==> config.mk <==
export PLATFORM = sky130hd
export DESIGN_NAME = fsync_pwr_supervisor
export DESIGN_NICKNAME = d
export VERILOG_FILES = /design/src/rtl/fsync_pwr_supervisor.sv
export SDC_FILE = /design/constraint.sdc
export NUM_CORES = 1
export LEC_CHECK = 0
export CORE_UTILIZATION = 25
export DETAILED_ROUTE_END_ITERATION = 7
export HOLD_SLACK_MARGIN = 0.03
export SLEW_MARGIN = 20
export SYNTH_ARGS = -nofsm -noshare
export SYNTH_HDL_FRONTEND = slang
export SYNTH_SLANG_ARGS = --single-unit
export TNS_END_PERCENT = 20
==> constraint.sdc <==
create_clock -name clk -period 3.6 [get_ports clk]
set_input_delay 0.9 -clock clk [delete_from_list [all_inputs] [get_ports clk]]
set_output_delay 0.9 -clock clk [all_outputs]
set_load 0.005 [all_outputs]
==> src/rtl/fsync_pwr_supervisor.sv <==
module fsync_pwr_supervisor #(
  parameter int SLOW_FRAME = 256,
  parameter int FAST_FRAME = 512,
  parameter int SLOW_IDLE  = 1024,
  parameter int FAST_IDLE  = 2048
) (
  input  logic clk,
  input  logic rst_n,
  input  logic fsync,
  output logic rate_fast,
  output logic rate_valid,
  output logic pwrdn
);
  localparam int CW = $clog2(FAST_IDLE) + 1;
  localparam logic [CW-1:0] SF  = CW'(SLOW_FRAME);
  localparam logic [CW-1:0] FF  = CW'(FAST_FRAME);
  localparam logic [CW-1:0] SI1 = CW'(SLOW_IDLE - 1);
  localparam logic [CW-1:0] FI1 = CW'(FAST_IDLE - 1);

  logic          fs_q, seen, hits, cand, locked_once;
  logic [CW-1:0] per_cnt;

  wire          edge_in  = fsync & ~fs_q;
  wire [CW-1:0] span     = per_cnt + 1'b1;
  wire [CW-1:0] idle_lim = rate_fast ? FI1 : SI1;
  wire          timeout  = !pwrdn && !edge_in && (per_cnt == idle_lim);
  wire          hit_slow = (span == SF);
  wire          hit_fast = (span == FF);

  always_ff @(posedge clk or negedge rst_n) begin
    if (!rst_n) begin
      fs_q        <= 1'b0;
      per_cnt     <= '0;
      seen        <= 1'b0;
      hits        <= 1'b0;
      cand        <= 1'b0;
      locked_once <= 1'b0;
      rate_fast   <= 1'b0;
      rate_valid  <= 1'b0;
      pwrdn       <= 1'b1;
    end else begin
      fs_q <= fsync;
      if (edge_in)        per_cnt <= '0;
      else if (~&per_cnt) per_cnt <= per_cnt + 1'b1;

      if (timeout) begin
        pwrdn      <= 1'b1;
        rate_valid <= 1'b0;
        seen       <= 1'b0;
        hits       <= 1'b0;
      end else if (edge_in) begin
        if (pwrdn && locked_once) pwrdn <= 1'b0;
        if (!rate_valid) begin
          if (!seen) begin
            seen <= 1'b1;
            hits <= 1'b0;
          end else if (hit_slow || hit_fast) begin
            if (hits && (cand == hit_fast)) begin
              rate_valid  <= 1'b1;
              rate_fast   <= hit_fast;
              locked_once <= 1'b1;
              pwrdn       <= 1'b0;
            end else begin
              hits <= 1'b1;
              cand <= hit_fast;
            end
          end else begin
            hits <= 1'b0;
          end
        end
      end
    end
  end


  no_early_wake_chk: assert property (@(posedge clk) disable iff (!rst_n)
    !locked_once |-> pwrdn);


  lock_on_edge_chk: assert property (@(posedge clk) disable iff (!rst_n)
    $rose(rate_valid) |-> $past(fsync && !fs_q));


  rate_hold_chk: assert property (@(posedge clk) disable iff (!rst_n)
    (rate_valid && $past(rate_valid)) |-> $stable(rate_fast));


  wake_on_edge_chk: assert property (@(posedge clk) disable iff (!rst_n)
    $fell(pwrdn) |-> $past(fsync && !fs_q));


  pd_drops_valid_chk: assert property (@(posedge clk) disable iff (!rst_n)
    $rose(pwrdn) |-> !rate_valid);
endmodule

# Word level (Yosys, flattened, before mapping)
# Cells that the tools add are included.
# word_totals
ff_bits	20
latch_bits	0
mem_bits_rw	0
rom_bits	0
out_inout_bits	3
memories	0
# op_classes
addsub	1
n_mul	0
div_mod_pow	0
n_lt_le_gt_ge	0
n_eq_ne	7
shift	0
mux	25
n_bitwise	5
n_reduce_logical	13
# op_table
cell	count
$mux 12	2
$mux 1	22
$add 12x1->12 const B	1
$eq 12x10->1 const B	1
$eq 12x11->1	1
$eq 12x9->1 const B	1
$reduce_and 12->1	1
$reduce_and 6->1	2
$mux 11	1
$logic_and 1x1->1	4
$ne 4x4->1 const B	1
$not 1->1	4
$reduce_and 3->1	1
$logic_not 1->1	2
$ne 2x1->1 const B	1
$ne 2x2->1 const B	1
$reduce_and 2->1	1
$reduce_bool 2->1	1
$and 1x1->1	1
$eq 1x1->1	1
$logic_or 1x1->1	1

# Logic depth before layout (Yosys ltp)
# depth
ltp_word	10
ltp_mapped	8

# Worst setup path after synthesis
# Ideal clock, no wire load.
# synth_path
path_type	reg-to-reg
startpoint	register per_cnt[0]
endpoint	register hits
setup_ps	136
t_arrival_ps	2047
t_required_ps	3464
setup_slack_ps	1417
stages_incl_launch_ff	9
synth_period_minus_slack_ps	2183
path_cell_list	dfrtp_1 -> ha_1 -> buf_2 -> nand4_4 -> or3_1 -> or3_1 -> or3_4 -> nand2_1 -> o21ai_0
# synth_between
elab_chain_len	8
# synth_rtl
item	line	source
start: declaration	21	logic [CW-1:0] per_cnt;
start signal: assignment	44	else if (~&per_cnt) per_cnt <= per_cnt + 1'b1;
$add 12x1->12	24	wire [CW-1:0] span = per_cnt + 1'b1;
$eq 12x9->1 or $eq 12x10->1 (tied branches)	27, 28	
$logic_or 1x1->1	57	end else if (hit_slow || hit_fast) begin
$mux 1	57	
$mux 1	54	if (!seen) begin
$mux 1	53	if (!rate_valid) begin
$mux 1	51	end else if (edge_in) begin
$mux 1	46	if (timeout) begin
end signal: assignment	50	hits <= 1'b0;
end signal: assignment	56	hits <= 1'b0;
end signal: assignment	64	hits <= 1'b1;
end: declaration	20	logic fs_q, seen, hits, cand, locked_once;
# Parallel ways exist; a longest one is shown, timed or not. The select of a mux whose other input is x is not followed.
# A chain may end at the register's enable or synchronous reset.

# Worst setup path after layout
# layout_path
startpoint	register per_cnt[0]
endpoint	register pwrdn
# layout_between
elab_chain_len	10
# layout_rtl
item	line	source
$add 12x1->12	24	
$eq 12x10->1	28	wire hit_fast = (span == FF);
$eq 1x1->1	58	if (hits && (cand == hit_fast)) begin
$logic_and 1x1->1	58	
$mux 1	58	
$mux 1	57	
$mux 1	54	
$mux 1	53	
$mux 1	51	
$mux 1	46	
end signal: assignment	47	pwrdn <= 1'b1;
end signal: assignment	52	if (pwrdn && locked_once) pwrdn <= 1'b0;
end signal: assignment	62	pwrdn <= 1'b0;
end: declaration	12	output logic pwrdn
# Parallel ways exist; a longest one is shown, timed or not. The select of a mux whose other input is x is not followed.

==> metrics.sh <==
RUN_STATUS='finished, final reports clean'
FINISH.UTILIZATION_PCT=29.01
NETLIST.TOP_CELL.BY_AREA='sky130_fd_sc_hd__dfrtp_1'
FIN_CRIT_SH_PCT=67.40
ASYNC_FLOP_SHARE_PCT=100.0
FIN_SKEW_NS=0.001141
NETLIST_TOP_CELLS_AREA='sky130_fd_sc_hd__dfrtp_1 (39%), sky130_fd_sc_hd__xnor2_1 (4.3%), sky130_fd_sc_hd__xor2_1 (4.3%)'
HOLD_VIOL_FINAL=0
SETUP_VIOL_COUNT_FINAL=0
CP.ARRIVAL_NS=2.59
MIN_PERIOD_NS=2.426
CORE_UM2=4723
WORSTSETUPPATHTYPE='flip-flop to flip-flop'
FLOORPLAN.IO_PINS=6
GRT_PASS1_WL_UM=4333
YS_FF_LATCH=20
YOSYS_MOST_USED_DFF='sky130_fd_sc_hd__dfrtp_1'
PLACEMENT.IO_BUFFERS=5
FINAL-MAX-SLEW-VIOLATION-COUNT=0
DPL.HPWL_UM=1834
CLOCK_H_TREE_LEVELS=1
SYNTH.AVG_CELL_AREA_UM2=9.219
DETAIL_ROUTE.DRC_VIOLATIONS=0
WL_PER_CELL_UM=12.77
STD_CELL_ROWS=25
TOTAL_LEAKAGE_POWER_uW=0.0005537
CLOCK_TREE.BUFFER_DEPTH=2
DIE_Y_UM=72.04
NETLIST.AREA_LEADER.SHARE_PCT=38.78
START_UTIL_PCT=25.96
ROUTED_VIA_COUNT=958
SETUP_TNS_NS=0
GRT_OVERFLOW_TOTAL=0
WORST_IR_DROP_VDD_uV=104.6
NET_COUNT_REPORTED_AT_FINISH=139
DETAILEDROUTE.FIRSTITERATIONVIOLATIONS=86
CLOCK_INSERTION_DELAY_WORST_SKEW_NS=0.26
CLOCKROOTBUFFER='sky130_fd_sc_hd__clkbuf_8'
POST-CTS-SETUP-BUFFERS=0
SYNTH_ENABLE_FLOP_CELLS=0
GLOBAL_ROUTE.USAGE.TOTAL_PCT=10.53
MAXIMUM_NUMBER_OF_PINS_ON_ONE_NET_BEFORE_GLOBAL_ROUTE_REPAIR=21
ROUTE.ANTENNA.REMAINING_NETS=0
TOTAL_POWER_uW=523.6
ANTENNADIODECOUNT=0
FIRSTDRTPASSITERS=4
CRIT_PATH_END_KIND='flip-flop'
POST_CTS_RESIZED=0
TIMING_WORST_SLEW_PIN_VALUE_NS=0.9534
SYNTHESIS.INSTANCES=133
FINAL_LAYOUT_SIZE_SUFFIX_GT1_SHARE_PCT=10.45
TIMING.CRITICAL_PATH.FROM_TYPE='flip-flop'
CRITICAL_PATH.MAX_FANOUT=8
FINALWEIGHTEDCONGESTION=0.7835
FP.DIEAREA_UM2=5189
SETUP_REPAIR_AFTER_GLOBAL_ROUTING_MISSED_ITS_MARGIN='no'
INITIAL_ANTENNA_VIOLATION_COUNT=0
DIE_WIDTH_UM=72.04
HOLD_PATH.CLASS='flip-flop to flip-flop'
POWER.DENSITY_nW_PER_UM2=382.2
SYNTH.NET_COUNT=137
CAP_VIOLATIONS=0
TIMING.MAX_SLEW.REL_SLACK_PCT=36.24
CP_DATA_REQUIRED_TIME_NS=3.76
CLOCK_SINKS=20
TOTAL_OF_HOLD_BUFFERS_INSERTED_AFTER_CLOCK_TREE_SYNTHESIS=0
DETAIL_ROUTE.VIAS_PER_CELL=4.766
AREA.GROWTH.SYNTH_TO_FINAL_PCT=11.73
LAYOUT.FILLER_CELLS=490
SYNTH.YOSYS.WARNINGS=0
SEQ_AREA_FRAC_SYNTH_PCT=40.92
MAX_FREQ_MHz=412.1
FINALWIRELENGTH_UM=2566
MAPPEDNETLISTAREA_UM2=1226
NUMBER_OF_BUFFERS_CREATED_BY_CTS=3
SYNTH.LIB_CELLS_USED.DISTINCT=47
CTS.REPORTEDPATHS.CLKPINSLEW_NS=0.08
TRITONCTS='yes'
NUMBER_OF_GLOBAL_ROUTE_VIAS_BEFORE_REPAIR=894
## report_power, final
| part | internal, uW | leakage, uW | switching [uW] |
|---|---|---|---|
| logic | 35.3 | 0.000275 | 50.1 |
| clock network | 79.0 | 0.0000228 | 80.2 |
| registers | 242 | 0.000256 | 37.0 |
## layer usage
metal | track usage (%) | routed length (um) | vias to the layer above
met2 | 16.25 | 1146 | 18
met4 | 3.268 | 45 | 0
met5 | 0 | 0 | -
met3 | 2.083 | 51 | 4
li1 | - | - | 481
met1 | 14.84 | 1323 | 455
## logic make-up after synthesis
| logic type | after synthesis | synth area share, % |
|---|---|---|
| adders and majority gates | 1 | 1.020 |
| xor gates and xnor gates | 12 | 8.571 |
| DFF | 20 | 40.92 |
| buffers and inverters | 11 | 3.774 |
| and+or+nand+nor | 57 | 26.74 |
| muxes | 2 | 1.633 |
| AOI/OAI and AO/OA | 30 | 17.35 |
## registers in the layout, summed over array words and instances, names as in the netlist
signal,flops
locked_once,1
per_cnt,12
pwrdn,1
hits,1
seen,1
rate_fast,1
cand,1
rate_valid,1
fs_q,1
## per-stage QoR
step                      instance area, um2  instances  hold slack [ns]  worst slack (ns)
final                                   1370        201           0.4508             1.174
after global placement                  1325        197           0.4403             1.119
after global routing                    1370        201           0.4686            0.9763
after floorplan                         1226        133           0.4109             1.417
after detailed placement                1325        197           0.4383             1.057
after CTS                               1370        201           0.4527             1.152
## cell usage in the layout, fill, tap and decap left out, types with 2 or more instances in the layout
master / synthesis / layout
sky130_fd_sc_hd__nand3_2: 2 / 2
sky130_fd_sc_hd__nand3_1: 9 / 9
sky130_fd_sc_hd__and3_1: 3 / 3
sky130_fd_sc_hd__nor2_1: 9 / 9
sky130_fd_sc_hd__xnor2_1: 6 / 6
sky130_fd_sc_hd__nand2_1: 13 / 13
sky130_fd_sc_hd__a31oi_1: 3 / 3
sky130_fd_sc_hd__xor2_1: 6 / 6
sky130_fd_sc_hd__o21ai_0: 10 / 10
sky130_fd_sc_hd__nand4_1: 2 / 2
sky130_fd_sc_hd__nor3_1: 4 / 4
sky130_fd_sc_hd__or3_1: 3 / 3
sky130_fd_sc_hd__mux2i_1: 2 / 2
sky130_fd_sc_hd__inv_1: 3 / 3
sky130_fd_sc_hd__dfrtp_1: 19 / 19
sky130_fd_sc_hd__clkbuf_8: 0 / 3
sky130_fd_sc_hd__clkdlybuf4s50_1: 0 / 5
sky130_fd_sc_hd__a211oi_1: 2 / 2
sky130_fd_sc_hd__a21oi_1: 3 / 3
## synth_stat cells (all sizes together) (3+ instances only)
cell type	count
a31oi	3
nor2	9
buf	4
nand2	13
o21ai	11
nand4	3
inv	3
clkbuf	4
dfrtp	19
nand3	11
xor2	6
nor3	5
or3	4
and3	4
a21oi	3
xnor2	6
## worst max-delay path: stages (launching register included)
cell	delay (ns)
sky130_fd_sc_hd__dfrtp_1	0.42
sky130_fd_sc_hd__ha_1	0.39
sky130_fd_sc_hd__nand4_4	0.18
sky130_fd_sc_hd__nor3_2	0.33
sky130_fd_sc_hd__nand3_2	0.14
sky130_fd_sc_hd__a2111oi_4	0.54
sky130_fd_sc_hd__and4b_1	0.26
sky130_fd_sc_hd__o32ai_1	0.07
## final timing paths
check	from	cells past startpoint	to	slack (ns)
min in group asynchronous	rst_n	1	fs_q	1.16
min	locked_once	1	pwrdn	0.45
max in group asynchronous	rst_n	1	per_cnt[4]	1.86
max	per_cnt[0]	7	pwrdn	1.17
min reg2reg	locked_once	1	pwrdn	0.45
max reg2reg	per_cnt[0]	7	pwrdn	1.17
## final cells by class
cell class                 instances  area, um2  share of cell area, %
sequential                        20      501.7                  36.62
clock buffer                       4      45.04                  3.288
multi-input combinational        102      678.2                  49.50
tap                               67      83.83                  6.119
timing repair buffer               5      50.05                  3.653
inverter                           3      11.26                 0.8219
Note: power is estimated with default switching activity, not from simulation.
